### src/rtl/drv_sup_pkg.sv
package drv_sup_pkg;
  typedef enum logic [1:0] {
    PIN_LOW  = 2'b00,
    PIN_HIGH = 2'b01,
    PIN_OPEN = 2'b10,
    PIN_BAD  = 2'b11
  } pin_state_e;
endpackage

### src/rtl/hyst_cmp.sv
module hyst_cmp #(
  parameter int W   = 8,
  parameter int SET = 150,
  parameter int HYS = 15
) (
  input  logic         clk_i,
  input  logic         rst_ni,
  input  logic [W-1:0] val_i,
  output logic         flag_o
);
  localparam logic [W-1:0] SetV = W'(SET);
  localparam logic [W-1:0] ClrV = W'(SET - HYS);

  logic flag_q;

  always_ff @(posedge clk_i or negedge rst_ni) begin
    if (!rst_ni)              flag_q <= 1'b0;
    else if (val_i >= SetV)   flag_q <= 1'b1;
    else if (val_i <= ClrV)   flag_q <= 1'b0;
  end

  assign flag_o = flag_q;
endmodule

### src/rtl/calib_timer.sv
module calib_timer #(
  parameter int LEN = 20
) (
  input  logic clk_i,
  input  logic rst_ni,
  input  logic start_i,
  input  logic abort_i,
  output logic busy_o
);
  localparam int CW = $clog2(LEN + 1);
  localparam logic [CW-1:0] LenV = CW'(LEN);

  logic [CW-1:0] cnt_q;

  always_ff @(posedge clk_i or negedge rst_ni) begin
    if (!rst_ni)            cnt_q <= '0;
    else if (abort_i)       cnt_q <= '0;
    else if (start_i)       cnt_q <= LenV;
    else if (cnt_q != '0)   cnt_q <= cnt_q - 1'b1;
  end

  assign busy_o = (cnt_q != '0);
endmodule

### src/rtl/drv_supervisor.sv
module drv_supervisor
  import drv_sup_pkg::*;
#(
  parameter int TEMP_W     = 8,
  parameter int WARN_SET   = 150,
  parameter int WARN_HYS   = 15,
  parameter int SHUT_SET   = 180,
  parameter int SHUT_HYS   = 25,
  parameter int CAL_CYCLES = 20
) (
  input  logic              clk_i,
  input  logic              rst_ni,
  input  logic              uv_ok_i,
  input  logic [1:0]        dis_pin_i,
  input  logic [TEMP_W-1:0] temp_i,
  output logic              drive_en_o,
  output logic              thermal_warn_no,
  output logic              calib_busy_o
);
  logic pin_high, pin_high_q, cal_start;
  logic warn, shut, busy;

  assign pin_high  = (dis_pin_i == PIN_HIGH);
  assign cal_start = pin_high & ~pin_high_q;

  always_ff @(posedge clk_i or negedge rst_ni) begin
    if (!rst_ni) pin_high_q <= 1'b0;
    else         pin_high_q <= pin_high;
  end

  hyst_cmp #(.W(TEMP_W), .SET(WARN_SET), .HYS(WARN_HYS)) u_warn (
    .clk_i (clk_i), .rst_ni(rst_ni), .val_i(temp_i), .flag_o(warn)
  );

  hyst_cmp #(.W(TEMP_W), .SET(SHUT_SET), .HYS(SHUT_HYS)) u_shut (
    .clk_i (clk_i), .rst_ni(rst_ni), .val_i(temp_i), .flag_o(shut)
  );

  calib_timer #(.LEN(CAL_CYCLES)) u_cal (
    .clk_i  (clk_i),
    .rst_ni (rst_ni),
    .start_i(cal_start),
    .abort_i(~pin_high),
    .busy_o (busy)
  );

  // disable paths are combinational; enable needs the registered pin view
  assign drive_en_o      = uv_ok_i & pin_high & pin_high_q & ~busy & ~shut;
  assign thermal_warn_no = ~warn;
  assign calib_busy_o    = busy;
endmodule

### config.mk
export PLATFORM = sky130hd
export DESIGN_NAME = drv_supervisor
export DESIGN_NICKNAME = d
export VERILOG_FILES = /design/src/rtl/drv_sup_pkg.sv /design/src/rtl/hyst_cmp.sv /design/src/rtl/calib_timer.sv /design/src/rtl/drv_supervisor.sv
export SDC_FILE = /design/constraint.sdc
export NUM_CORES = 1
export LEC_CHECK = 0
export BUFFER_PORTS_ARGS = -buffer_cell sky130_fd_sc_hd__buf_2
export CORE_AREA = 2 2 39 41
export DETAILED_ROUTE_END_ITERATION = 8
export DIE_AREA = 0 0 41 43
export PLACE_DENSITY = 0.62
export SYNTH_ARGS = -nofsm -noshare
export SYNTH_HDL_FRONTEND = slang
export SYNTH_SLANG_ARGS = --single-unit
### constraint.sdc
create_clock -name clk_i -period 2.24 [get_ports clk_i]
set_input_delay 0.448 -clock clk_i [delete_from_list [all_inputs] [get_ports clk_i]]
set_output_delay 0.448 -clock clk_i [all_outputs]
set_load 0.02 [all_outputs]
==> results of run 1 <==
## worst reg2reg max path: cells and delay by family, from the launching register on
kind                       cells  cell delay, ns
and+or+nand+nor                2            0.55
xor gates and xnor gates       1            0.14
adders and majority gates      1            0.13
buffers and inverters          2            0.26
DFF                            1            0.40
## cell usage after synthesis
| cell | n | area [sq um] |
|---|---|---|
| a211oi_2 | 1 | 12.5 |
| a21o_1 | 1 | 7.51 |
| a21oi_1 | 3 | 15.0 |
| a31oi_1 | 2 | 12.5 |
| buf_6 | 1 | 11.3 |
| dfrtp_1 | 8 | 200 |
| ha_1 | 1 | 12.5 |
| inv_1 | 5 | 18.8 |
| nand2_1 | 3 | 11.3 |
| nand2b_1 | 2 | 12.5 |
| nand4_1 | 1 | 6.26 |
| nor2_1 | 3 | 11.3 |
| nor3_1 | 1 | 5.00 |
| nor3b_1 | 1 | 7.51 |
| nor4b_4 | 1 | 23.8 |
| o211ai_1 | 1 | 7.51 |
| o21ai_0 | 2 | 10.0 |
| or4b_1 | 1 | 10.0 |
| xnor2_1 | 2 | 17.5 |
| xor2_1 | 1 | 8.76 |
## per-stage QoR
stage / setup slack, ns / TNS, ns / utilization
finish: 0.0157 / 0 / 0.408
global route: -0.0682 / -0.0682 / 0.408
CTS: -0.0145 / -0.0145 / 0.397
detailed placement: 0.136 / 0 / 0.367
global placement: 0.151 / 0 / 0.367
floorplan: 0.179 / 0 / -
## routing by layer
layer  up-vias  track usage  routed length, um
met4         0       0.0800                  0
met5         -            0                  0
met2        12        0.175                383
li1        179            -                  -
met3         0       0.0314                 55
met1       158        0.125                311
## area by class of cell
type | instances | share of cell area
Multi-Input combinational cell | 27 | 0.368
Sequential cell | 8 | 0.355
Timing Repair Buffer | 17 | 0.169
Clock buffer | 3 | 0.0399
Tap cell | 16 | 0.0355
Inverter | 5 | 0.0333
## cell families (layout without fill, tap and decap cells)
group           count (synthesis)  count (layout)  synth area share
simple gates                   13              13             0.208
compound gates                 10              10             0.154
flops                           8               8             0.475
buf+inv                         6              25            0.0712
xor+xnor                        3               3            0.0623
fa+ha+maj                       1               1            0.0297
## power by group
group | leakage [nW] | switching (mW) | internal, mW
registers | 0.105 | 0.00575 | 0.151
logic | 0.158 | 0.0307 | 0.0296
clock network | 0.0138 | 0.0429 | 0.0609
## sequential cells by signal, indices dropped and copies added, names as in the netlist
name and cells:
u_shut.flag_o 1, u_warn.flag_o 1, u_cal.cnt_q 5, pin_high_q 1
## repair_timing
| item | CTS | global route |
|---|---|---|
| endpoints found under the setup margin | 2 | 1 |
| gates resized for setup | 6 | 0 |
| buffers inserted | 0 | 2 |
| pin swaps | 1 | 0 |
## worst max path at each step
| stage | startpoint | to | slack (ns) | cells past startpoint |
|---|---|---|---|---|
| 2_1_floorplan | u_cal.cnt_q[0]$_DFFE_PN0P_ | drive_en_o | 0.18 | 5 |
| 3_3_place_gp | u_cal.cnt_q[0]$_DFFE_PN0P_ | drive_en_o | 0.15 | 5 |
| 3_5_place_dp | u_cal.cnt_q[0]$_DFFE_PN0P_ | drive_en_o | 0.14 | 5 |
| 4_1_cts | u_cal.cnt_q[0]$_DFFE_PN0P_ | drive_en_o | -0.01 | 5 |
| 5_1_grt | u_cal.cnt_q[0]$_DFFE_PN0P_ | drive_en_o | -0.07 | 5 |
| 6_report | u_cal.cnt_q[0]$_DFFE_PN0P_ | drive_en_o | 0.02 | 5 |
==> results.rst, run 1 <==
.. list-table::
   :header-rows: 1

   * - Metric
     - Value
   * - Portion of the post-synthesis area used by sequential elements
     - 0.475
   * - Inserted Clock Buffers
     - 3
   * - Synth cell types
     - 20
   * - Clock tree from TritonCTS
     - built
   * - Crit-path slowest cell
     - or4b_4
   * - # hold bufs at CTS
     - 0
   * - Worst-case register-to-register setup slack
     - 0.63 ns
   * - DP Wirelength
     - 625 um
   * - Maximum frequency from static timing analysis
     - approximately 450 MHz
   * - Number of buffers between clock root and the deepest sink
     - 2
   * - Share of final-layout standard cells stronger than drive strength 1
     - 0.433
   * - Global-route congestion overflow total
     - 0
   * - Number of DRC violations after detailed routing
     - 0
   * - # Max-Cap Violations
     - 0
   * - Overall power of the completed layout
     - 321 uW
   * - Most frequent cells in the layout
     - buf_2, dfrtp_1, buf_4
   * - Static leakage
     - around 0.28 nW
   * - Critical path data arrival time
     - roughly 1.8 ns
   * - Endpoint required time on the critical path
     - 1.79 ns
   * - Slew at the pin closest to its max-slew limit
     - 0.206 ns
   * - Area taken by multi-input logic gates
     - roughly 210 sq um
   * - Final weighted congestion of routability-driven global placement
     - around 0.63
   * - Setup repair after global routing missed its margin
     - yes
   * - Family with the most delay on the worst path
     - simple AND/OR/NAND/NOR gates
   * - Starting Density
     - 0.305
   * - Instance count after placement with tap cells included
     - 71
   * - Standard cell area after detailed placement
     - just over 500 sq um
   * - Result of the run
     - finished, final reports clean
   * - # nets final
     - 76
   * - Post-Route Hold Slack
     - 0.0315 ns
   * - Startpoint class of the critical path
     - register
   * - End of the worst register-to-register path
     - u_cal.cnt_q[0]$_DFFE_PN0P_
   * - Ratio of routed vias to standard cells
     - 4.59
   * - Seq. cell area
     - 200 sq um
   * - Clock sink total
     - 8
   * - Number of iterations in the first detailed-routing pass
     - 3
   * - Sort of element at the end of the critical path
     - output port
   * - Final cell count without fillers
     - 76
   * - Crit Path Max Fanout
     - 3
   * - GRT Util Overall
     - 0.113
   * - Skew final
     - 0.000700 ns
   * - Overall die height
     - 43 um
   * - Delay contributed by the slowest stage of the critical path
     - 0.49 ns
   * - Number of DRC markers after the initial detailed-route iteration
     - 2
   * - Cell area after synthesis
     - 422 sq um
   * - H-tree levels
     - 1
   * - Path category of the worst min-delay check
     - in2async
   * - Shortest clock period the worst path allows after layout
     - 2.22 ns
   * - Total die area
     - 1760 sq um
   * - Most common cell after layout, fill and taps aside
     - buf_2
   * - Clock latency of the later-clocked register in the worst-skew pair
     - 0.24 ns
   * - Layout Cell Area excl Fill
     - 564 sq um
   * - Number of placed I/O pins
     - 16
   * - R2R cell count
     - 6
   * - Buffering stage count on the worst path with inverters included
     - 2
   * - Area Overhead vs Synth
     - 33.8%
   * - Worst ir drop on vdd
     - 233 uV
   * - Reg2Reg Launch Point
     - u_cal.cnt_q[0]$_DFFE_PN0P_
   * - Overall routed net length
     - 750 um
   * - Count of buffers from port buffering
     - 14
   * - Core Footprint
     - 1380 sq um
   * - Via count of the first global-routing pass
     - 361
   * - Row Count
     - 14
   * - Critical path, cell by cell
     - inv_2 > ha_4 > or4b_4 > nor4b_4 > buf_4
   * - Synth Net Count
     - 55
   * - Fillcell total
     - 144
   * - Post-synthesis sequential element count
     - 8
   * - Overall die width
     - 41 um
   * - Count of synthesis-stage warnings from yosys
     - 0
   * - Synthesized netlist cell count
     - 41
   * - Post-DRT Antenna Nets
     - 0
   * - Hold Fails Final Rpt
     - 0
   * - WL/cell
     - 9.87 um
   * - Total power density per cell area
     - 569 nW/um^2
   * - Critical path type
     - reg2out
   * - Clock transition at the registers of the reported paths
     - 0.05 ns
   * - Ratio of final minimum period to clock period
     - 0.993
   * - Worst slew margin
     - 0.862
   * - DR vias
     - 349
   * - Number of antenna violations at the first check in global routing
     - 0
   * - Pins over their slew limit
     - 0
   * - Wire length of the first global-routing pass
     - 1340 um
   * - CTS Root Cell
     - clkbuf_4
   * - Largest net degree at the start of global routing
     - 9
   * - Setup-violating endpoint count in the final report
     - 0
   * - Syn avg cell area
     - 10.3 sq um
   * - Number of antenna diodes
     - 0
Note: power is estimated with default switching activity, not from simulation.
==> inputs of run 2 (changes only) <==
- PLACE_DENSITY: 0.62 -> 0.64
==> run 2 against run 1 <==
  * The run now ends with negative setup slack left
  * Hold slack got worse by 0.0029 ns
  * Clock power rose by 8%
  * Sequential power barely moved
  * Sequential share of layout area fell by 0.31 points
  * Clock-buffer cell count did not move
  * Fmax fell by 0.99%
  * Largest cell class is now sequential cells
==> results.rst, run 2 (synthesis gave the netlist of run 1 again) <==
.. list-table::
   :header-rows: 1

   * - Metric
     - Value
   * - Result of the run
     - complete, but fails checks
   * - Violations in the final reports
     - negative setup slack
   * - Total power density per cell area
     - 580 nW/um^2 (+1.8%)
   * - Number of antenna violations at the first check in global routing
     - 0 (unchanged)
   * - Number of DRC markers after the initial detailed-route iteration
     - 2 (unchanged)
   * - Ratio of final minimum period to clock period
     - 1.00 (+0.00990)
   * - Pins over their slew limit
     - 0 (unchanged)
   * - Wire length of the first global-routing pass
     - 1540 um (+15%)
   * - Crit Path Max Fanout
     - 2 (-1)
   * - Clock latency of the later-clocked register in the worst-skew pair
     - 0.25 ns (about the same)
   * - Overall power of the completed layout
     - 330 uW (+2.7%)
   * - # nets final
     - 78 (+2.6%)
   * - Ratio of routed vias to standard cells
     - 4.82 (+5.0%)
   * - CTS Root Cell
     - clkbuf_4
   * - Via count of the first global-routing pass
     - 405 (+12%)
   * - Final weighted congestion of routability-driven global placement
     - 0.668 (+6.3%)
   * - Overall die width
     - 41 um (unchanged)
   * - GRT Util Overall
     - 0.137 (+0.0233)
   * - Post-Route Hold Slack
     - 0.0286 ns (-0.00290 ns)
   * - Critical path type
     - reg2out
   * - Skew final
     - 0.00265 ns (+0.00195 ns)
   * - R2R cell count
     - 6 (unchanged)
   * - Reg2Reg Launch Point
     - u_cal.cnt_q[0]$_DFFE_PN0P_
   * - Shortest clock period the worst path allows after layout
     - 2.25 ns (+0.0222 ns)
   * - Slew at the pin closest to its max-slew limit
     - 0.250 ns (+0.0445 ns)
   * - Overall routed net length
     - 897 um (+20%)
   * - Setup repair after global routing missed its margin
     - yes
   * - Most common cell after layout, fill and taps aside
     - buf_2
   * - Core Footprint
     - 1380 sq um (unchanged)
   * - Number of DRC violations after detailed routing
     - 0 (unchanged)
   * - Share of final-layout standard cells stronger than drive strength 1
     - 0.419 (-0.0140)
   * - Sort of element at the end of the critical path
     - output port
   * - Count of buffers from port buffering
     - 14 (unchanged)
   * - Total Neg Setup Slack
     - -0.00645 ns (-0.00645 ns)
   * - WL/cell
     - 11.5 um (+17%)
   * - Largest net degree at the start of global routing
     - 9 (unchanged)
   * - Most frequent cells in the layout
     - buf_2, dfrtp_1, buf_4, inv_1
   * - Area Overhead vs Synth
     - 35.0%
   * - Layout Cell Area excl Fill
     - 569 sq um (+0.89%)
   * - Detail Route met3 WL
     - 49 um (-11%)
   * - Top sig layer
     - met4
   * - Number of placed I/O pins
     - 16 (unchanged)
   * - Length of routed met2 wiring
     - 469 um (+22%)
   * - Clock tree from TritonCTS
     - built
   * - Clock sink total
     - 8 (unchanged)
   * - Met1 Wirelength
     - 368 um (+18%)
   * - Standard cell area after detailed placement
     - 508 sq um (unchanged)
   * - Post-layout worst setup margin
     - -0.00645 ns (-0.0222 ns)
   * - Overall die height
     - 43 um (unchanged)
   * - Worst slew margin
     - 0.833 (-0.0290)
   * - Hold Fails Final Rpt
     - 0 (unchanged)
   * - H-tree levels
     - 1 (unchanged)
   * - Startpoint class of the critical path
     - register
   * - Post-DRT Antenna Nets
     - 0 (unchanged)
   * - Endpoint required time on the critical path
     - 1.79 ns (about the same)
   * - Total die area
     - 1760 sq um (unchanged)
   * - Path category of the worst min-delay check
     - in2async
   * - DR vias
     - 376 (+7.7%)
   * - Largest register FFs
     - 5 (unchanged)
   * - Static leakage
     - 0.283 nW (+2.0%)
   * - End of the worst register-to-register path
     - u_cal.cnt_q[0]$_DFFE_PN0P_
   * - Number of iterations in the first detailed-routing pass
     - 4 (+1)
   * - # hold bufs at CTS
     - 0 (unchanged)
   * - Worst-case register-to-register setup slack
     - 0.66 ns (+0.03 ns)
   * - Setup-violating endpoint count in the final report
     - 1 (+1)
   * - Worst ir drop on vdd
     - 239 uV (+2.4%)
   * - Starting Density
     - 0.305 (unchanged)
   * - Clock transition at the registers of the reported paths
     - 0.06 ns (about the same)
   * - Number of antenna diodes
     - 0 (unchanged)
   * - Inserted Clock Buffers
     - 3 (unchanged)
   * - Maximum frequency from static timing analysis
     - 445 MHz (-0.99%)
   * - # Max-Cap Violations
     - 0 (unchanged)
   * - Global-route congestion overflow total
     - 0 (unchanged)
   * - Row Count
     - 14 (unchanged)
   * - Reg with most FFs
     - u_cal.cnt_q
   * - Number of buffers between clock root and the deepest sink
     - 2 (unchanged)
   * - Critical path data arrival time
     - 1.80 ns (+0.02 ns)
-- run 2: cell count changes in the layout (fill, tap and decap cells not counted) --
cell,before,now
ha_2,0,1
buf_4,4,6
inv_1,3,5
ha_4,1,0
inv_2,2,0
-- run 2: how the worst max path moves through the flow --
stage                                from         end  slack (ns)  cells past startpoint
2_1_floorplan  u_cal.cnt_q[0]$_DFFE_PN0P_  drive_en_o        0.18                      5
3_3_place_gp   u_cal.cnt_q[0]$_DFFE_PN0P_  drive_en_o        0.19                      5
3_5_place_dp   u_cal.cnt_q[0]$_DFFE_PN0P_  drive_en_o        0.13                      5
4_1_cts        u_cal.cnt_q[0]$_DFFE_PN0P_  drive_en_o       -0.05                      5
5_1_grt        u_cal.cnt_q[0]$_DFFE_PN0P_  drive_en_o       -0.09                      5
6_report       u_cal.cnt_q[0]$_DFFE_PN0P_  drive_en_o      -0.006                      5
-- run 2: cell type report --
class | instances | area [sq um]
Multi-Input combinational cell | 27 | 198
Timing Repair Buffer | 19 | 110
Fill cell | 140 | 815
Tap cell | 16 | 20.0
Clock buffer | 3 | 22.5
Inverter | 5 | 18.8
Sequential cell | 8 | 200
-- run 2: repair_timing --
action / CTS / global route
cloned: 0 / 0
resized for setup: 3 / 0
endpoints found under the setup margin: 2 / 1
pin swaps: 2 / 1
setup buffers: 3 / 1
-- run 2: per-stage QoR --
step / setup slack [ns] / utilization / std cells
4_1_cts: -0.0503 / 0.406 / 77
5_1_grt: -0.0855 / 0.411 / 78
6_report: -0.00645 / 0.411 / 78
3_5_place_dp: 0.132 / 0.367 / 71
2_1_floorplan: 0.179 / - / 41
3_3_place_gp: 0.186 / 0.367 / 71
-- run 2: critical path, cell delays in order (launching register included) --
cell and delay (ns):
dfrtp_1 0.39, inv_1 0.06, ha_2 0.16, or4b_4 0.49, nor4b_4 0.27, buf_4 0.18
-- run 2: report_power, final --
part | internal, mW | switching [mW] | total, mW
Combinational | 0.0302 | 0.0310 | 0.0612
Sequential | 0.151 | 0.00583 | 0.157
Clock | 0.0614 | 0.0505 | 0.112
-- run 2: layer usage --
metal,vias to the layer above,global-route usage
li1,183,-
met1,178,0.129
met2,13,0.225
met3,2,0.0628
met4,0,0.0800
met5,-,0
==> inputs of run 3 (changes only) <==
- PLACE_DENSITY: 0.64 -> 0.67
- SYNTH_HIERARCHICAL: not set -> 1
==> run 3 against run 2 <==
  * The flow now finishes without violations
  * Critical path depth unchanged
  * Die area stayed put
  * Register-to-register slack better by 0.02 ns
  * Combinational power increased by 90%
  * Sequential cell count did not move
  * Clock power barely moved
  * Area after synthesis is 9.8% higher
  * Via count rose by 3.7%
  * First-iteration DRC count is 50% higher
  * Power rose by 19%
  * Hold slack got worse by 0.011 ns
  * Setup slack better by 0.12 ns
  * Critical endpoint is now calib_busy_o
  * Largest cell class is now multi-input gates
==> results.rst, run 3 <==
.. list-table::
   :header-rows: 1

   * - Metric
     - Value
   * - Busiest metal layer after global routing
     - met2
   * - Met3 layer usage reported by global route
     - 0.0785 (+0.0157)
   * - Hold Fails Final Rpt
     - 0 (unchanged)
   * - Inserted Clock Buffers
     - 3 (unchanged)
   * - Core Footprint
     - 1380 sq um (unchanged)
   * - Wire length of the first global-routing pass
     - 1630 um (+5.9%)
   * - Area Overhead vs Synth
     - 29.5%
   * - Overall die height
     - 43 um (unchanged)
   * - Most common cell after layout, fill and taps aside
     - buf_2
   * - H-tree levels
     - 1 (unchanged)
   * - Instance count after placement with tap cells included
     - 75 (+5.6%)
   * - Cell area after synthesis
     - 463 sq um (+9.8%)
   * - Switch share
     - 0.307 (+0.0423)
   * - Ratio of routed vias to standard cells
     - 4.81 (-0.12%)
   * - Count of synthesis-stage warnings from yosys
     - 6 (+6)
   * - Clock sink total
     - 8 (unchanged)
   * - Setup repair after global routing missed its margin
     - no
   * - Syn avg cell area
     - 10.3 sq um (about the same)
   * - Ratio of final minimum period to clock period
     - 0.951 (-0.0521)
   * - Result of the run
     - finished, final reports clean
   * - Seq pwr share
     - 0.415 (-0.060)
   * - Crit Path Max Fanout
     - 5 (+3)
   * - Critical path data arrival time
     - 1.68 ns (-0.12 ns)
   * - Share of final-layout standard cells stronger than drive strength 1
     - 0.446 (+0.0268)
   * - Area share of the largest cell type after synthesis
     - 0.432 (-0.0423)
   * - Number of antenna violations at the first check in global routing
     - 0 (unchanged)
   * - Largest net degree at the start of global routing
     - 9 (unchanged)
   * - Library cell with the largest summed area after synthesis
     - dfrtp_1
   * - Slew at the pin closest to its max-slew limit
     - 0.224 ns (-0.0267 ns)
   * - WL/cell
     - 11.4 um (-0.48%)
   * - Skew final
     - 0.00614 ns (+0.00349 ns)
   * - Async S/R FF share, synth
     - 1.00 (unchanged)
   * - Synth cell types
     - 23 (+15%)
   * - Post-DRT Antenna Nets
     - 0 (unchanged)
   * - Internal power
     - 272 uW (+12%)
   * - Number of buffers between clock root and the deepest sink
     - 2 (unchanged)
   * - Top post-synthesis cells by count
     - dfrtp_1, a21oi_1, inv_1, nor2_1
   * - Worst slew margin
     - 0.850 (+0.0170)
   * - DP Wirelength
     - a little under 700 um
   * - Share of total power in combinational logic
     - 0.296 (+0.111)
   * - Global-route congestion overflow total
     - 0 (unchanged)
   * - Starting Density
     - 0.335 (+0.0298)
   * - Portion of the post-synthesis area used by sequential elements
     - 0.432 (-0.0423)
   * - Overall routed net length
     - 927 um (+3.3%)
   * - Commonest register cell after synthesis
     - dfrtp_1
   * - Critical path type
     - reg2out
   * - Most frequent cells in the layout
     - buf_2, dfrtp_1
   * - Overall die width
     - 41 um (unchanged)
   * - Number of iterations in the first detailed-routing pass
     - 2 (-2)
   * - Pins over their slew limit
     - 0 (unchanged)
   * - Total power density per cell area
     - 656 nW/um^2 (+13%)
   * - Startpoint class of the critical path
     - register
   * - Maximum frequency from static timing analysis
     - 470 MHz (+5.5%)
   * - Endpoint required time on the critical path
     - 1.79 ns (about the same)
   * - CTS Root Cell
     - clkbuf_4
   * - Synth Net Count
     - 59 (+7.3%)
   * - GRT Util Overall
     - 0.143 (+0.00593)
   * - Post-synthesis sequential element count
     - 8 (unchanged)
   * - Final weighted congestion of routability-driven global placement
     - 0.654 (-2.1%)
   * - Number of DRC markers after the initial detailed-route iteration
     - 3 (+1)
   * - Number of antenna diodes
     - 0 (unchanged)
   * - Final cell count without fillers
     - 81 (+3.8%)
   * - Clock Power Share
     - 0.290 (-0.049)
   * - Worst ir drop on vdd
     - 279 uV (+17%)
   * - Sw power
     - 121 uW (+38%)
   * - Sort of element at the end of the critical path
     - output port
   * - Reg with most FFs
     - u_cal/cnt_q
   * - Setup-violating endpoint count in the final report
     - 0 (-1)
   * - Number of placed I/O pins
     - 16 (unchanged)
   * - Number of DRC violations after detailed routing
     - 0 (unchanged)
   * - Path category of the worst min-delay check
     - in2async
   * - # hold bufs at CTS
     - 0 (unchanged)
   * - Layout Cell Area excl Fill
     - 599 sq um (+5.3%)
   * - Most numerous cell in the Yosys netlist
     - dfrtp_1
   * - # Max-Cap Violations
     - 0 (unchanged)
   * - Synthesized netlist cell count
     - 45 (+9.8%)
   * - Via count of the first global-routing pass
     - 419 (+3.5%)
   * - Static leakage
     - 0.296 nW (+4.8%)
   * - Area contributors post-synth
     - dfrtp_1, a21oi_1, o211ai_2, nor4_4, inv_1
   * - Total Neg Setup Slack
     - 0 ns (+0.00645 ns)
   * - Clock tree from TritonCTS
     - built
   * - Row Count
     - 14 (unchanged)
   * - DR vias
     - 390 (+3.7%)
   * - Standard cell area after detailed placement
     - 549 sq um (+8.1%)
   * - Shortest clock period the worst path allows after layout
     - 2.13 ns (-0.117 ns)
   * - Met2 demand-to-capacity share in global routing
     - 0.213 (-0.0125)
   * - # nets final
     - 81 (+3.8%)
   * - Largest register FFs
     - 5 (unchanged)
   * - Clock latency of the later-clocked register in the worst-skew pair
     - 0.26 ns (about the same)
   * - Routing usage on met1
     - 0.151 (+0.0226)
   * - Total die area
     - 1760 sq um (unchanged)
   * - Count of buffers from port buffering
     - 14 (unchanged)
   * - EDFF count, synth
     - 0 (unchanged)
   * - Clock transition at the registers of the reported paths
     - 0.06 ns (about the same)
run 3: kinds of logic (layout without fill, tap and decap cells):
logic type,Yosys count,after routing,synth area share
compound gates,11,11,0.176
xor+xnor,2,2,0.0378
fa+ha+maj,1,1,0.0270
buf+inv,6,26,0.0649
flops,8,8,0.432
simple gates,17,17,0.262
run 3: area by class of cell:
class | count | area (sq um)
Multi-Input combinational cell | 31 | 235
Inverter | 5 | 18.8
Timing Repair Buffer | 18 | 103
Clock buffer | 3 | 22.5
Sequential cell | 8 | 200
Tap cell | 16 | 20.0
Fill cell | 137 | 785
run 3: repair_timing:
item                                    4_1_cts  5_1_grt
gates resized for setup                       2        0
endpoints found under the setup margin        2        0
setup buffers                                 3        0
run 3: layer usage:
metal | vias to the layer above | part of all wire
met5 | - | 0
li1 | 196 | -
met4 | 0 | 0.019
met1 | 176 | 0.40
met2 | 14 | 0.50
met3 | 4 | 0.072
run 3: metrics by stage:
stage,power (mW),hold WS (ns),setup slack [ns],utilization
6_report,0.393,0.0178,0.110,0.433
5_1_grt,0.421,0.0190,0.0478,0.433
4_1_cts,0.400,0.0210,0.0973,0.433
3_5_place_dp,0.273,0.306,0.143,0.397
3_3_place_gp,0.271,0.302,0.173,0.397
2_1_floorplan,0.244,0.152,0.146,-
run 3: path summary, 6_finish.rpt:
check	cells past startpoint	slack (ns)	start	endpoint
worst max-delay path	5	0.11	u_cal/cnt_q[0]$_DFFE_PN0P_	calib_busy_o
worst min-delay path	1	0.02	rst_ni	u_cal/cnt_q[4]$_DFFE_PN0P_
worst max register to register	6	0.68	u_cal/cnt_q[0]$_DFFE_PN0P_	u_cal/cnt_q[2]$_DFFE_PN0P_
worst min register to register	2	0.55	u_cal/cnt_q[4]$_DFFE_PN0P_	u_cal/cnt_q[4]$_DFFE_PN0P_
max in group asynchronous	1	2.05	rst_ni	u_cal/cnt_q[1]$_DFFE_PN0P_
min in group clk_i	3	0.43	temp_i[7]	u_shut/flag_o$_DFFE_PN0P_
run 3: power groups by stage:
stage | Clock, mW | Sequential [mW] | Combinational (mW)
after global routing | 0.128 | 0.164 | 0.129
after floorplan | 0 | 0.164 | 0.0798
after detailed placement | 0 | 0.166 | 0.107
after CTS | 0.121 | 0.163 | 0.116
final | 0.114 | 0.163 | 0.116
after global placement | 0 | 0.166 | 0.105
run 3: worst max-delay path, cell delays in order (launching register included):
cell	delay [ns]
dfrtp_1	0.38
inv_1	0.06
ha_2	0.16
or4b_4	0.48
buf_4	0.18
buf_2	0.15
